File: config.mk
export PLATFORM = sky130hd
export DESIGN_NAME = mmtimer
export DESIGN_NICKNAME = d
export VERILOG_FILES = /design/src/rtl/mmt_pkg.sv /design/src/rtl/mmt_sync.sv /design/src/rtl/mmt_prescale.sv /design/src/rtl/mmt_regs.sv /design/src/rtl/mmt_core.sv /design/src/rtl/mmtimer.sv
export SDC_FILE = /design/constraint.sdc
export NUM_CORES = 1
export LEC_CHECK = 0
export ABC_AREA = 1
export BUFFER_PORTS_ARGS = -buffer_cell sky130_fd_sc_hd__buf_2
export CAP_MARGIN = 20
export CORE_MARGIN = 4
export CORE_UTILIZATION = 53
export CTS_CLUSTER_DIAMETER = 50
export DETAILED_ROUTE_END_ITERATION = 8
export PLACE_DENSITY = 0.76
export SLEW_MARGIN = 10
export SYNTH_ARGS = -nofsm -noshare
export SYNTH_HDL_FRONTEND = slang
export SYNTH_SLANG_ARGS = --single-unit
File: constraint.sdc
create_clock -name clk -period 1.7 [get_ports clk]
set_input_delay 0.17 -clock clk [delete_from_list [all_inputs] [get_ports clk]]
set_output_delay 0.17 -clock clk [all_outputs]
set_load 0.005 [all_outputs]
File: src/rtl/mmt_pkg.sv
package mmt_pkg;

   typedef enum logic [1:0] {
      MD_FREE   = 2'd0,
      MD_PERIOD = 2'd1,
      MD_EVENT  = 2'd2,
      MD_HILO   = 2'd3
   } mmt_mode_e;

   typedef enum logic [1:0] {
      SRC_SLOW = 2'd0,
      SRC_FAST = 2'd1,
      SRC_OSC  = 2'd2,
      SRC_OFF  = 2'd3
   } mmt_src_e;

   localparam logic [1:0] REG_CTRL  = 2'd0;
   localparam logic [1:0] REG_SRC   = 2'd1;
   localparam logic [1:0] REG_COUNT = 2'd2;
   localparam logic [1:0] REG_FLAGS = 2'd3;

   typedef struct packed {
      logic      stop;
      logic      edge_sel;
      mmt_mode_e mode;
   } mmt_ctrl_t;

endpackage

File: src/rtl/mmt_sync.sv
module mmt_sync #(
   parameter int STAGES = 2
) (
   input  logic clk,
   input  logic rst_n,
   input  logic pin_i,
   output logic rise_o,
   output logic fall_o
);

   if (STAGES < 2) begin : g_bad_stages
      $error("mmt_sync: STAGES must be at least 2");
   end

   logic [STAGES-1:0] chain_q;
   logic              prev_q;

   always_ff @(posedge clk or negedge rst_n) begin
      if (!rst_n) begin
         chain_q <= '0;
         prev_q  <= 1'b0;
      end else begin
         chain_q <= {chain_q[STAGES-2:0], pin_i};
         prev_q  <= chain_q[STAGES-1];
      end
   end

   assign rise_o = chain_q[STAGES-1] & ~prev_q;
   assign fall_o = ~chain_q[STAGES-1] & prev_q;

endmodule

File: src/rtl/mmt_prescale.sv
module mmt_prescale
   import mmt_pkg::*;
#(
   parameter int SLOW_DIV = 16,
   parameter int FAST_DIV = 2
) (
   input  logic     clk,
   input  logic     rst_n,
   input  mmt_src_e src_i,
   input  logic     osc_i,
   output logic     tick_o
);

   localparam int SW = (SLOW_DIV > 1) ? $clog2(SLOW_DIV) : 1;
   localparam int FW = (FAST_DIV > 1) ? $clog2(FAST_DIV) : 1;

   if ((1 << SW) != SLOW_DIV || SLOW_DIV < 2) begin : g_bad_slow
      $error("mmt_prescale: SLOW_DIV must be a power of two of at least 2");
   end
   if ((1 << FW) != FAST_DIV || FAST_DIV < 2 || FAST_DIV > SLOW_DIV) begin : g_bad_fast
      $error("mmt_prescale: FAST_DIV must be a power of two between 2 and SLOW_DIV");
   end

   logic [SW-1:0] div_q;
   logic          slow_tick;
   logic          fast_tick;

   always_ff @(posedge clk or negedge rst_n) begin
      if (!rst_n) div_q <= '0;
      else        div_q <= div_q + 1'b1;
   end

   assign slow_tick = &div_q;

   if (FW == SW) begin : g_fast_full
      assign fast_tick = &div_q;
   end else begin : g_fast_part
      assign fast_tick = &div_q[FW-1:0];
   end

   always_comb begin
      unique case (src_i)
         SRC_SLOW: tick_o = slow_tick;
         SRC_FAST: tick_o = fast_tick;
         SRC_OSC:  tick_o = osc_i;
         default:  tick_o = 1'b0;
      endcase
   end

endmodule

File: src/rtl/mmt_regs.sv
module mmt_regs
   import mmt_pkg::*;
#(
   parameter int CNT_W = 16
) (
   input  logic             clk,
   input  logic             rst_n,
   input  logic             wr_i,
   input  logic [1:0]       sel_i,
   input  logic [CNT_W-1:0] wdata_i,
   input  logic             uflow_set_i,
   input  logic             edge_set_i,
   output mmt_ctrl_t        ctrl_o,
   output mmt_src_e         src_o,
   output logic [CNT_W-1:0] reload_o,
   output logic             flag_uflow_o,
   output logic             flag_edge_o,
   output logic             load_o
);

   logic wr_ctrl, wr_src, wr_flags;
   logic unused_wbits;

   assign wr_ctrl  = wr_i && (sel_i == REG_CTRL);
   assign wr_src   = wr_i && (sel_i == REG_SRC);
   assign wr_flags = wr_i && (sel_i == REG_FLAGS);
   assign load_o   = wr_i && (sel_i == REG_COUNT);

   assign unused_wbits = ^wdata_i[CNT_W-1:4];

   always_ff @(posedge clk or negedge rst_n) begin
      if (!rst_n) begin
         ctrl_o   <= '{stop: 1'b0, edge_sel: 1'b0, mode: MD_FREE};
         src_o    <= SRC_SLOW;
         reload_o <= '1;
      end else begin
         if (wr_ctrl) begin
            ctrl_o.mode     <= mmt_mode_e'(wdata_i[1:0]);
            ctrl_o.edge_sel <= wdata_i[2];
            ctrl_o.stop     <= wdata_i[3];
         end
         if (wr_src) src_o <= mmt_src_e'(wdata_i[1:0]);
         if (load_o) reload_o <= wdata_i;
      end
   end

   always_ff @(posedge clk or negedge rst_n) begin
      if (!rst_n) begin
         flag_uflow_o <= 1'b0;
         flag_edge_o  <= 1'b0;
      end else begin
         flag_uflow_o <= uflow_set_i | (flag_uflow_o & ~(wr_flags & ~wdata_i[0]));
         flag_edge_o  <= edge_set_i  | (flag_edge_o  & ~(wr_flags & ~wdata_i[1]));
      end
   end

endmodule

File: src/rtl/mmt_core.sv
module mmt_core
   import mmt_pkg::*;
#(
   parameter int CNT_W = 16
) (
   input  logic             clk,
   input  logic             rst_n,
   input  mmt_ctrl_t        ctrl_i,
   input  logic             src_tick_i,
   input  logic             rise_i,
   input  logic             fall_i,
   input  logic             load_i,
   input  logic [CNT_W-1:0] load_val_i,
   input  logic [CNT_W-1:0] reload_i,
   input  logic             release_i,
   output logic [CNT_W-1:0] cnt_o,
   output logic [CNT_W-1:0] cap_o,
   output logic             held_o,
   output logic             uflow_o,
   output logic             pinirq_o
);

   logic count_edge;
   logic trig;
   logic step;
   logic run_trig;

   assign count_edge = ctrl_i.edge_sel ? fall_i : rise_i;

   always_comb begin
      unique case (ctrl_i.mode)
         MD_PERIOD: trig = ctrl_i.edge_sel ? rise_i : fall_i;
         MD_HILO:   trig = rise_i | fall_i;
         default:   trig = 1'b0;
      endcase
   end

   assign step     = ~ctrl_i.stop & ((ctrl_i.mode == MD_EVENT) ? count_edge : src_tick_i);
   assign run_trig = ~ctrl_i.stop & trig;
   assign uflow_o  = ~load_i & ~run_trig & step & (cnt_o == '0);
   assign pinirq_o = (ctrl_i.mode == MD_HILO) ? (rise_i | fall_i)
                                              : (ctrl_i.edge_sel ? rise_i : fall_i);

   always_ff @(posedge clk or negedge rst_n) begin
      if (!rst_n) begin
         cnt_o <= '1;
         cap_o <= '0;
      end else if (load_i) begin
         cnt_o <= load_val_i;
      end else if (run_trig) begin
         if (!held_o) cap_o <= cnt_o;
         cnt_o <= reload_i;
      end else if (step) begin
         cnt_o <= (cnt_o == '0) ? reload_i : cnt_o - 1'b1;
      end
   end

   always_ff @(posedge clk or negedge rst_n) begin
      if (!rst_n)                   held_o <= 1'b0;
      else if (run_trig && !held_o) held_o <= 1'b1;
      else if (release_i)           held_o <= 1'b0;
   end

endmodule

File: src/rtl/mmtimer.sv
module mmtimer
   import mmt_pkg::*;
#(
   parameter int CNT_W       = 16,
   parameter int SYNC_STAGES = 2,
   parameter int SLOW_DIV    = 16,
   parameter int FAST_DIV    = 2
) (
   input  logic             clk,
   input  logic             rst_n,
   input  logic             bus_wr,
   input  logic             bus_rd,
   input  logic [1:0]       bus_sel,
   input  logic [CNT_W-1:0] bus_wdata,
   output logic [CNT_W-1:0] bus_rdata,
   input  logic             osc_tick,
   input  logic             pin_in,
   output logic             irq_uflow,
   output logic             irq_edge
);

   if (CNT_W < 4) begin : g_bad_width
      $error("mmtimer: CNT_W must be at least 4");
   end

   mmt_ctrl_t        ctrl;
   mmt_src_e         src_sel;
   logic [CNT_W-1:0] reload_q;
   logic [CNT_W-1:0] cnt_q;
   logic [CNT_W-1:0] cap_q;
   logic             held_q;
   logic             src_tick;
   logic             pin_rise, pin_fall;
   logic             load_cnt;
   logic             rd_release;
   logic             uflow_pulse, pinirq_pulse;
   logic             measuring;

   assign rd_release = bus_rd && (bus_sel == REG_COUNT);
   assign measuring  = (ctrl.mode == MD_PERIOD) || (ctrl.mode == MD_HILO);

   mmt_sync #(.STAGES(SYNC_STAGES)) i_sync (
      .clk    (clk),
      .rst_n  (rst_n),
      .pin_i  (pin_in),
      .rise_o (pin_rise),
      .fall_o (pin_fall)
   );

   mmt_prescale #(.SLOW_DIV(SLOW_DIV), .FAST_DIV(FAST_DIV)) i_prescale (
      .clk    (clk),
      .rst_n  (rst_n),
      .src_i  (src_sel),
      .osc_i  (osc_tick),
      .tick_o (src_tick)
   );

   mmt_regs #(.CNT_W(CNT_W)) i_regs (
      .clk          (clk),
      .rst_n        (rst_n),
      .wr_i         (bus_wr),
      .sel_i        (bus_sel),
      .wdata_i      (bus_wdata),
      .uflow_set_i  (uflow_pulse),
      .edge_set_i   (pinirq_pulse),
      .ctrl_o       (ctrl),
      .src_o        (src_sel),
      .reload_o     (reload_q),
      .flag_uflow_o (irq_uflow),
      .flag_edge_o  (irq_edge),
      .load_o       (load_cnt)
   );

   mmt_core #(.CNT_W(CNT_W)) i_core (
      .clk        (clk),
      .rst_n      (rst_n),
      .ctrl_i     (ctrl),
      .src_tick_i (src_tick),
      .rise_i     (pin_rise),
      .fall_i     (pin_fall),
      .load_i     (load_cnt),
      .load_val_i (bus_wdata),
      .reload_i   (reload_q),
      .release_i  (rd_release),
      .cnt_o      (cnt_q),
      .cap_o      (cap_q),
      .held_o     (held_q),
      .uflow_o    (uflow_pulse),
      .pinirq_o   (pinirq_pulse)
   );

   always_comb begin
      bus_rdata = '0;
      unique case (bus_sel)
         REG_CTRL:  bus_rdata[3:0] = {ctrl.stop, ctrl.edge_sel, ctrl.mode};
         REG_SRC:   bus_rdata[1:0] = src_sel;
         REG_COUNT: bus_rdata      = measuring ? cap_q : cnt_q;
         default:   bus_rdata[1:0] = {irq_edge, irq_uflow};
      endcase
   end

endmodule

# Word level (Yosys, flattened, before mapping)
# Index checks and enable logic that the tools add are counted.
word_totals:
  regBits: 64
  in_bits: 24
  word_cells: 78
  out_inout_bits: 18
op_classes:
  n_bitwise: 24
  reduce_logical: 15
  add_sub_neg: 2
  eq_ne: 8
  n_mux: 16
op_table:
  columns: ["op", "n"]
  rows:
  - ["two-way mux 16 bit", 5]
  - ["logical NOT 16 bit", 1]
  - ["subtractor 16 x 1 -> 16 bit, second input constant", 1]
  - ["two-way mux 12 bit", 1]
  - ["AND 1 bit", 11]
  - ["equality test 2 bit, second input constant", 5]
  - ["inverter 1 bit", 10]
  - ["equality test 2 x 1 -> 1 bit, second input constant", 3]
  - ["logical AND 1 bit", 6]
  - ["two-way mux 1 bit", 6]
  - ["case mux 2 bit (3 select lines)", 1]
  - ["adder 4 x 1 -> 4 bit, second input constant", 1]
  - ["logical NOT 2 bit", 2]
  - ["case mux 2 bit (2 select lines)", 1]
  - ["AND reduction 4 bit", 1]
  - ["OR 1 bit", 3]
  - ["case mux 1 bit (3 select lines)", 1]
  - ["AND reduction 3 bit", 1]
  - ["nonzero test 3 bit", 1]
  - ["case mux 1 bit (2 select lines)", 1]
  - ["nonzero test 2 bit", 1]
  - ["logical NOT 1 bit", 1]
  - ["logical OR 1 bit", 1]

# Longest topological paths before layout
# Gate-level depths: netlist (run 1).
logic_depth:
  ltp_word: 10
  depth_mapped: 13
  ltp_nobuf: 12

# Modules after synthesis
# From an unflattened synthesis (run 1), not the netlist that was laid out.
hier_totals:
  hier_cells: 541
  hier_area_um2: 3910.0
by_module_without_submodules:
  columns: ["mod", "area_each_um2", "n_inst", "cells_each", "seq_area_each_um2"]
  rows:
  - ["mmt_core", 2242.2, 1, 327, 845.8]
  - ["mmt_regs", 1001.0, 1, 105, 620.6]
  - ["mmtimer", 390.4, 1, 82, 0.0]
  - ["mmt_prescale", 186.4, 1, 20, 100.1]
  - ["mmt_sync", 90.1, 1, 7, 75.1]

# Worst setup path before layout (run 1)
# OpenSTA, ideal clock, no wires.
synth_path:
  path_type: "reg-to-reg"
  startpoint: "register i_sync.prev_q"
  endpoint: "register i_core.cnt_o[7]"
  path_buffers: 2
  path_slack_ps: 96
  setup_time_ps: 69
  arrival_time_ps: 1535
  required_time_ps: 1631
  synth_period_minus_slack_ps: 1604
  path_stages_with_launch: 14
  path_cell_list: "dfrtp_1 inv_1 ha_1 nand2_1 nand2_1 nor2_1 nand2_2 nand2_2 inv_2 buf_6 nand2_4 buf_12 nand2_2 o21ai_2"
synth_via:
  elab_chain_len: 7
  elab_cells_between_ends: 13
  cone_classes: "mux: 6; bitwise: 6; reduce/logical: 1"
synth_rtl:
  columns: ["item", "line", "rtl"]
  rows:
  - ["start, declared", "mmt_sync.sv:16", "logic prev_q;"]
  - ["start signal, assigned", "mmt_sync.sv:24", "prev_q <= chain_q[STAGES-1];"]
  - ["inverter 1 bit", "mmt_sync.sv:28", "assign rise_o = chain_q[STAGES-1] & ~prev_q;"]
  - ["AND 1 bit", "mmt_sync.sv:28", null]
  - ["OR 1 bit or two-way mux 1 bit (tied branches)", "mmt_core.sv:33, mmt_core.sv:32", null]
  - ["case mux 1 bit (2 select lines)", "mmt_core.sv:31", "unique case (ctrl_i.mode)"]
  - ["AND 1 bit", "mmt_core.sv:39", "assign run_trig = ~ctrl_i.stop & trig;"]
  - ["two-way mux 16 bit", "mmt_core.sv:50", "end else if (run_trig) begin"]
  - ["two-way mux 16 bit", "mmt_core.sv:48", "end else if (load_i) begin"]
  - ["end signal, assigned", "mmt_core.sv:49", "cnt_o <= load_val_i;"]
  - ["end signal, assigned", "mmt_core.sv:52", "cnt_o <= reload_i;"]
  - ["end signal, assigned", "mmt_core.sv:54", "cnt_o <= (cnt_o == '0) ? reload_i : cnt_o - 1'b1;"]
  - ["end, declared", "mmt_core.sv:16", "output logic [CNT_W-1:0] cnt_o,"]
# Several ways; a longest one is shown, not always the timed one.
# A chain may end at the register's enable or synchronous reset.

# Worst setup path in the final report (run 1)
layout_path:
  startpoint: "register i_core.cnt_o[0]"
  endpoint: "register i_core.cnt_o[4]"
layout_via:
  elab_chain_len: 5
  elab_cells_between_ends: 6
  cone_classes: "add/sub: 1; mux: 4; reduce/logical: 1"
layout_rtl:
  columns: ["item", "line", "rtl"]
  rows:
  - ["subtractor 16 x 1 -> 16 bit or logical NOT 16 bit (tied branches)", "mmt_core.sv:54", null]
  - ["two-way mux 16 bit *", "mmt_core.sv:54", null]
  - ["two-way mux 16 bit *", "mmt_core.sv:53", "end else if (step) begin"]
  - ["two-way mux 16 bit *", "mmt_core.sv:50", null]
  - ["two-way mux 16 bit *", "mmt_core.sv:48", null]
# Every way passes the cells marked *; elsewhere a longest branch is shown, timed or not. The select of a mux whose other input is x is not followed.

==> flow_summary.toml, run 1 <==
[final_layout]
nNetsFinal = 561
drive_gt1_frac = 0.3352
layout_common_cells = "nand2_1, inv_1, buf_2"
nFillCells = 518
syn_to_final_growth_pct = 22.74
multi_input_area_mm2 = 0.001775
fin_util = 0.6862
antennaDiodeCount = 0
final_common_cell = "nand2_1"
seq_area_mm2 = 0.001643

[floorplan]
fp.dieW_um = 90.77
die_h_um = 90.77
start_util = 0.5590
dieArea_mm2 = 0.008239
io_pins = 42
core_area_mm2 = 0.006495
row_count = 29

[critical_path]
crit_top_cell = "nand2_1"
path_cells = "inv_2 > ha_1 > inv_1 > nor2_1 > nand2_1 > nor2_4 > nand2_4 > buf_4 > nand3_1 > nand3_1 > nand2_1 > nand2_1"
crit_required_ps = 1980
max_stage_delay_ps = 570
crit_family = "simple AND/OR/NAND/NOR gates"
cp-end-kind = "register"
path_buf_inv = 3
worstPathArrival_ps = 2010
crit_path_top_delay_cell = "dfstp_2"
path_class = "reg -> reg"
start_kind = "register"
crit_path_max_fanout = 6

[pwr]
p_leak_nw = 2.263
ir_drop_v = 0.0007351
p_per_area_mw_per_mm2 = 1440

[timing]
timing.final.crit_share = 1.019
max_slew_margin = 0.7717
finClkSkew_ps = 9.540
rsz0062_at_grt = "true"
finalSetupViolations = 8
slew_violations = 0
tightest_slew_ps = 342.4
fin_crit_ps = 1732
hold_viol = 0
fmax_mhz = 577.5
setup_ws_ps = -31.51
whs_ps = 47.23

[routing]
wl_met3_um = 585
via_count = 3419
drt-initial-drc-count = 256
wl_met1_um = 4128
drcViolationCount = 0
avgViaCountPerCell = 5.568
dr_wl_met2_um = 4403
top_layer_used = "met4"
wl_per_cell_um = 15.17
totalWireLength_um = 9317
dr.pass1.iters = 6
ant_nets = 0

[cts]
cts_buffer_depth = 2
clk_pin_slew_worst_paths_ps = 70
clkLatencyLatePin_ps = 340
cts_tree = "yes"
h-tree-depth = 3
numCtsBuffers = 9
cts-root-buf = "clkbuf_8"
cts.sinks = 64

[place]
portBuffers = 41
gp_congestion = 0.9673
dp_hpwl_um = 6380

[synthesis]
ys_ff_latch = 64
yosys.area.top_type = "dfstp_2"
synth_top_area_frac = 0.2316
synth_warnings = 0
avgSynthCellArea_um2 = 7.660
synthTopCellsByArea = "dfstp_2, dfrtp_1, nand2_1"
synthCells = 474
syn_area_mm2 = 0.003631
ys_types = 32
ys_seq_area_frac = 0.4521
syn_nets = 503

[global_routing]
grt_first_pass_wirelength_um = 15190
grt_max_degree = 65
grt_usage = 0.2275
antenna_found_initial = 0
grt-ovfl-total = 0
grt_pass1_vias = 3213

[min_path]
hold_class = "in -> reg"

[status]
violations = "setup timing"
status = "finished, violations left"

[flow_run]
drv_cap = 0
==> cells in the mapped netlist <==
cell type,number
a21oi_1,25
a21oi_2,6
a31oi_1,2
and2_2,1
buf_12,1
buf_2,3
buf_4,1
buf_6,5
clkbuf_1,5
dfrtp_1,32
dfstp_2,32
ha_1,5
inv_1,59
inv_2,3
inv_4,2
nand2_1,134
nand2_2,5
nand2_4,4
nand3_1,36
nand3_2,2
nand4_1,1
nor2_1,33
nor2_2,7
nor2_4,2
o211ai_1,3
o21ai_0,43
o21ai_1,9
o21ai_2,4
o22ai_1,2
o31ai_1,1
xnor2_1,2
xor2_1,4
==> stage by stage <==
step                      setup slack (ps)  std cells  power (mW)  setup TNS [ps]  cell area, um2
final                               -31.51        614       6.420          -110.3            4457
after detailed placement            -122.6        588       4.598          -935.3            3948
after floorplan                      96.11        474       3.947               0            3631
after global placement              -89.11        588       4.521          -656.7            3948
after CTS                            1.256        608       6.097               0            4234
after global routing                -149.7        614       6.854           -4214            4457
==> flip-flops by register name, summed over array words and instances, names as in the netlist, 2 cells and up <==
| signal | count |
|---|---|
| i_sync.chain_q | 2 |
| i_regs.src_o | 2 |
| i_core.cap_o | 16 |
| i_regs.reload_o | 16 |
| i_regs.ctrl_o | 4 |
| i_prescale.div_q | 4 |
| i_core.cnt_o | 16 |
==> logic make-up after synthesis <==
| group | count (synthesis) | synth area share |
|---|---|---|
| AND/OR/NAND/NOR | 225 | 0.2708 |
| AO/OA/AOI/OAI | 95 | 0.1454 |
| buffers and inverters | 79 | 0.09993 |
| flip-flops | 64 | 0.4521 |
| XOR/XNOR | 6 | 0.01447 |
| adder cells (fa/ha/maj) | 5 | 0.01723 |
==> tightest hold or removal path, cell delays in order <==
cell     delay (ps)
buf_2           100
nand2_1          70
nand2_1          50
==> layer usage <==
layer,up-vias,GRT usage
li1,1626,-
met1,1637,0.3248
met2,133,0.3434
met3,23,0.03667
met4,0,0.09422
met5,-,0
==> power breakdown <==
part / switching, mW / internal (mW) / leakage, nW / total (mW)
sequential: 0.440 / 2.15 / 0.734 / 2.59
clock: 0.611 / 0.824 / 0.101 / 1.43
combinational: 1.45 / 0.948 / 1.43 / 2.40
total: 2.50 / 3.92 / 2.26 / 6.42
==> worst paths after layout <==
| check | depth (start not counted) | from | to | slack (ps) |
|---|---|---|---|---|
| worst max-delay path | 12 | i_core.cnt_o[0] | i_core.cnt_o[4] | -30 |
| worst min register to register | 0 | i_sync.chain_q[0] | i_sync.chain_q[1] | 360 |
| worst max register to register | 12 | i_core.cnt_o[0] | i_core.cnt_o[4] | -30 |
| min in group asynchronous | 3 | rst_n | i_regs.ctrl_o[2] | 370 |
| max in group asynchronous | 3 | rst_n | i_regs.reload_o[8] | 1000 |
| worst min-delay path | 3 | bus_wdata[5] | i_regs.reload_o[5] | 50 |
==> cell type report <==
type / instances / area share
inverters: 64 / 0.05671
multi-input cells: 331 / 0.3984
clock buffers: 9 / 0.02779
clock inverters: 7 / 0.02162
well taps: 77 / 0.02162
flip-flops and latches: 64 / 0.3686
repair buffers: 62 / 0.1053
==> repair_timing <==
| action | CTS | global route |
|---|---|---|
| setup buffers | 2 | 4 |
| endpoints found under the setup margin | 29 | 46 |
| resized for setup | 10 | 59 |
| hold buffers | 2 | 0 |
| hold endpoints to repair | 33 | 0 |
| cloned | 0 | 2 |
| pin swaps | 0 | 2 |
(Power assumes the default switching activity.)
==> run 2, diff against run 1 <==
--- a/config.mk
+++ b/config.mk
@@ -8,8 +8,10 @@
 export ABC_AREA = 1
 export BUFFER_PORTS_ARGS = -buffer_cell sky130_fd_sc_hd__buf_2
 export CAP_MARGIN = 20
+export CORE_ASPECT_RATIO = 0.8
 export CORE_MARGIN = 4
 export CORE_UTILIZATION = 53
+export CTS_BUF_LIST = sky130_fd_sc_hd__clkbuf_8 sky130_fd_sc_hd__clkbuf_16
 export CTS_CLUSTER_DIAMETER = 50
 export DETAILED_ROUTE_END_ITERATION = 8
 export PLACE_DENSITY = 0.76
==> run 2 against run 1 <==
The flow still finishes with violations (setup timing). Power fell by 5.8%. Sequential share of layout area rose by 0.77 points. Register-to-register slack got worse by 50 ps. Worst setup slack got worse by 53 ps.
==> flow_summary.toml, run 2 (same netlist as run 1, synthesis figures left out) <==
[final_layout]
layout_common_cells = "nand2_1, inv_1, buf_2"
top_regs = "i_core.cap_o: 16 flops, i_core.cnt_o: 16 flops, i_regs.reload_o: 16 flops"
final_cells = 629
final_common_cell = "nand2_1"
final_area_mm2 = 0.004365
antennaDiodeCount = 0
syn_to_final_growth_pct = 20.23
drive_gt1_frac = 0.2972
nFillCells = 561
fin_util = 0.6710
nNetsFinal = 569

[routing]
ant_nets = 0
drt-initial-drc-count = 203
totalWireLength_um = 9592
avgViaCountPerCell = 5.413
dr.pass1.iters = 6
drcViolationCount = 0
wl_per_cell_um = 15.25
via_count = 3405

[pwr]
p_switching_mw = 2.413
ir_drop_v = 0.0008294
internal-power_mw = 3.631
clockPowerShare = 0.197
p_seq_frac = 0.419
switching_share = 0.3992
p_leak_nw = 2.269
fin_total_pwr_mw = 6.045
p_per_area_mw_per_mm2 = 1385
combPwrFrac = 0.383

[place]
dp.cells = 601
gp_congestion = 0.9191
portBuffers = 41
dp_hpwl_um = 6819
dpl_cell_area_mm2 = 0.003989

[floorplan]
start_util = 0.5581
fp.dieW_um = 100.5
dieArea_mm2 = 0.008247
row_count = 26
core_area_mm2 = 0.006506
io_pins = 42
die_h_um = 82.03

[timing]
slew_violations = 0
rsz0062_at_grt = "true"
fmax_mhz = 560.4
max_slew_margin = 0.7430
setup_ws_ps = -84.48
finalSetupViolations = 31
tightest_slew_ps = 385.5
finClkSkew_ps = 13.64
timing.final.crit_share = 1.050
hold_viol = 0
fin_crit_ps = 1784

[cts]
numCtsBuffers = 9
cts_buffer_depth = 2
cts-root-buf = "clkbuf_8"
cts.sinks = 64
clk_pin_slew_worst_paths_ps = 80
cts_tree = "yes"
h-tree-depth = 3
clkLatencyLatePin_ps = 350

[critical_path]
start_kind = "register"
crit_required_ps = 1980
cp-end-kind = "register"
worstPathArrival_ps = 2070
path_class = "reg -> reg"
crit_path_max_fanout = 7

[global_routing]
grt_pass1_vias = 3196
met1_usage = 0.3303
grt_util_met3 = 0.05772
gr-usage-met2 = 0.3829
grt_usage = 0.2408
grt_first_pass_wirelength_um = 15190
grt-ovfl-total = 0
busiest_layer = "met2"
antenna_found_initial = 0
grt_max_degree = 34

[flow_run]
drv_cap = 0

[status]
status = "finished, violations left"
violations = "setup timing"

[min_path]
hold_class = "in -> reg"
## run 2: cell count changes in the layout (fill, tap and decap cells not counted), sizes merged
cell	before	now
buf	58	66
bufinv	2	0
clkinv	2	3
clkinvlp	3	1
inv	64	67
## run 2: power by group through the flow
stage / combinational (mW) / sequential (mW) / clock, mW
after floorplan: 1.53 / 2.41 / 0
after global placement: 2.03 / 2.51 / 0
after detailed placement: 2.10 / 2.53 / 0
after CTS: 2.16 / 2.51 / 1.21
after global routing: 2.60 / 2.59 / 1.28
final: 2.32 / 2.53 / 1.19
## run 2: path summary, 6_finish.rpt
kind	slack [ps]	cells after the start	end	startpoint
worst max-delay path	-80	12	i_core.cnt_o[9]	i_sync.prev_q
worst min-delay path	30	3	i_regs.reload_o[15]	bus_wdata[15]
min in group asynchronous	270	2	i_regs.src_o[0]	rst_n
worst min register to register	360	0	i_sync.chain_q[1]	i_sync.chain_q[0]
worst max register to register	-80	12	i_core.cnt_o[9]	i_sync.prev_q
max in group asynchronous	770	3	i_core.cnt_o[5]	rst_n
## run 2: stage by stage
stage / hold WS (ps) / TNS, ps / setup WS [ps]
2_1_floorplan: -125.6 / 0 / 96.11
3_3_place_gp: 112.7 / -455.1 / -66.29
3_5_place_dp: 109.9 / -902.6 / -90.84
4_1_cts: 21.07 / -0.7256 / -0.7256
5_1_grt: 22.83 / -4576 / -182.5
6_report: 26.68 / -1065 / -84.48
## run 2: area by class of cell
type,count,area (um2),share of cell area
Clock buffer,10,148.9,0.03411
Sequential cell,64,1643,0.3763
Clock inverter,6,28.78,0.006592
Timing Repair Buffer,69,499.2,0.1144
Multi-Input combinational cell,331,1667,0.3818
Inverter,64,265.3,0.06076
Timing Repair inverter,1,8.758,0.002006
Tap cell,84,105.1,0.02408
## run 2: repair_timing
action | CTS | global route
endpoints found under the hold margin | 7 | 0
pin swaps | 0 | 7
cloned | 0 | 2
buffers inserted | 0 | 8
setup endpoints to repair | 32 | 46
hold buffers | 2 | 0
resized for setup | 15 | 20
## run 2: routing by layer
layer | share of wire | vias up
met2 | 0.45 | 131
li1 | - | 1652
met3 | 0.075 | 20
met5 | 0 | -
met1 | 0.46 | 1602
met4 | 0.019 | 0
## run 2: critical path: stages, from the launching register on
cell and delay (ps):
dfrtp_1 360, inv_1 50, ha_1 280, nand2_1 80, nand2_1 70, nor2_2 140, nand2_2 100, nand2_2 120
inv_4 60, nand2_4 140, buf_4 180, nor2_2 40, a21oi_2 90
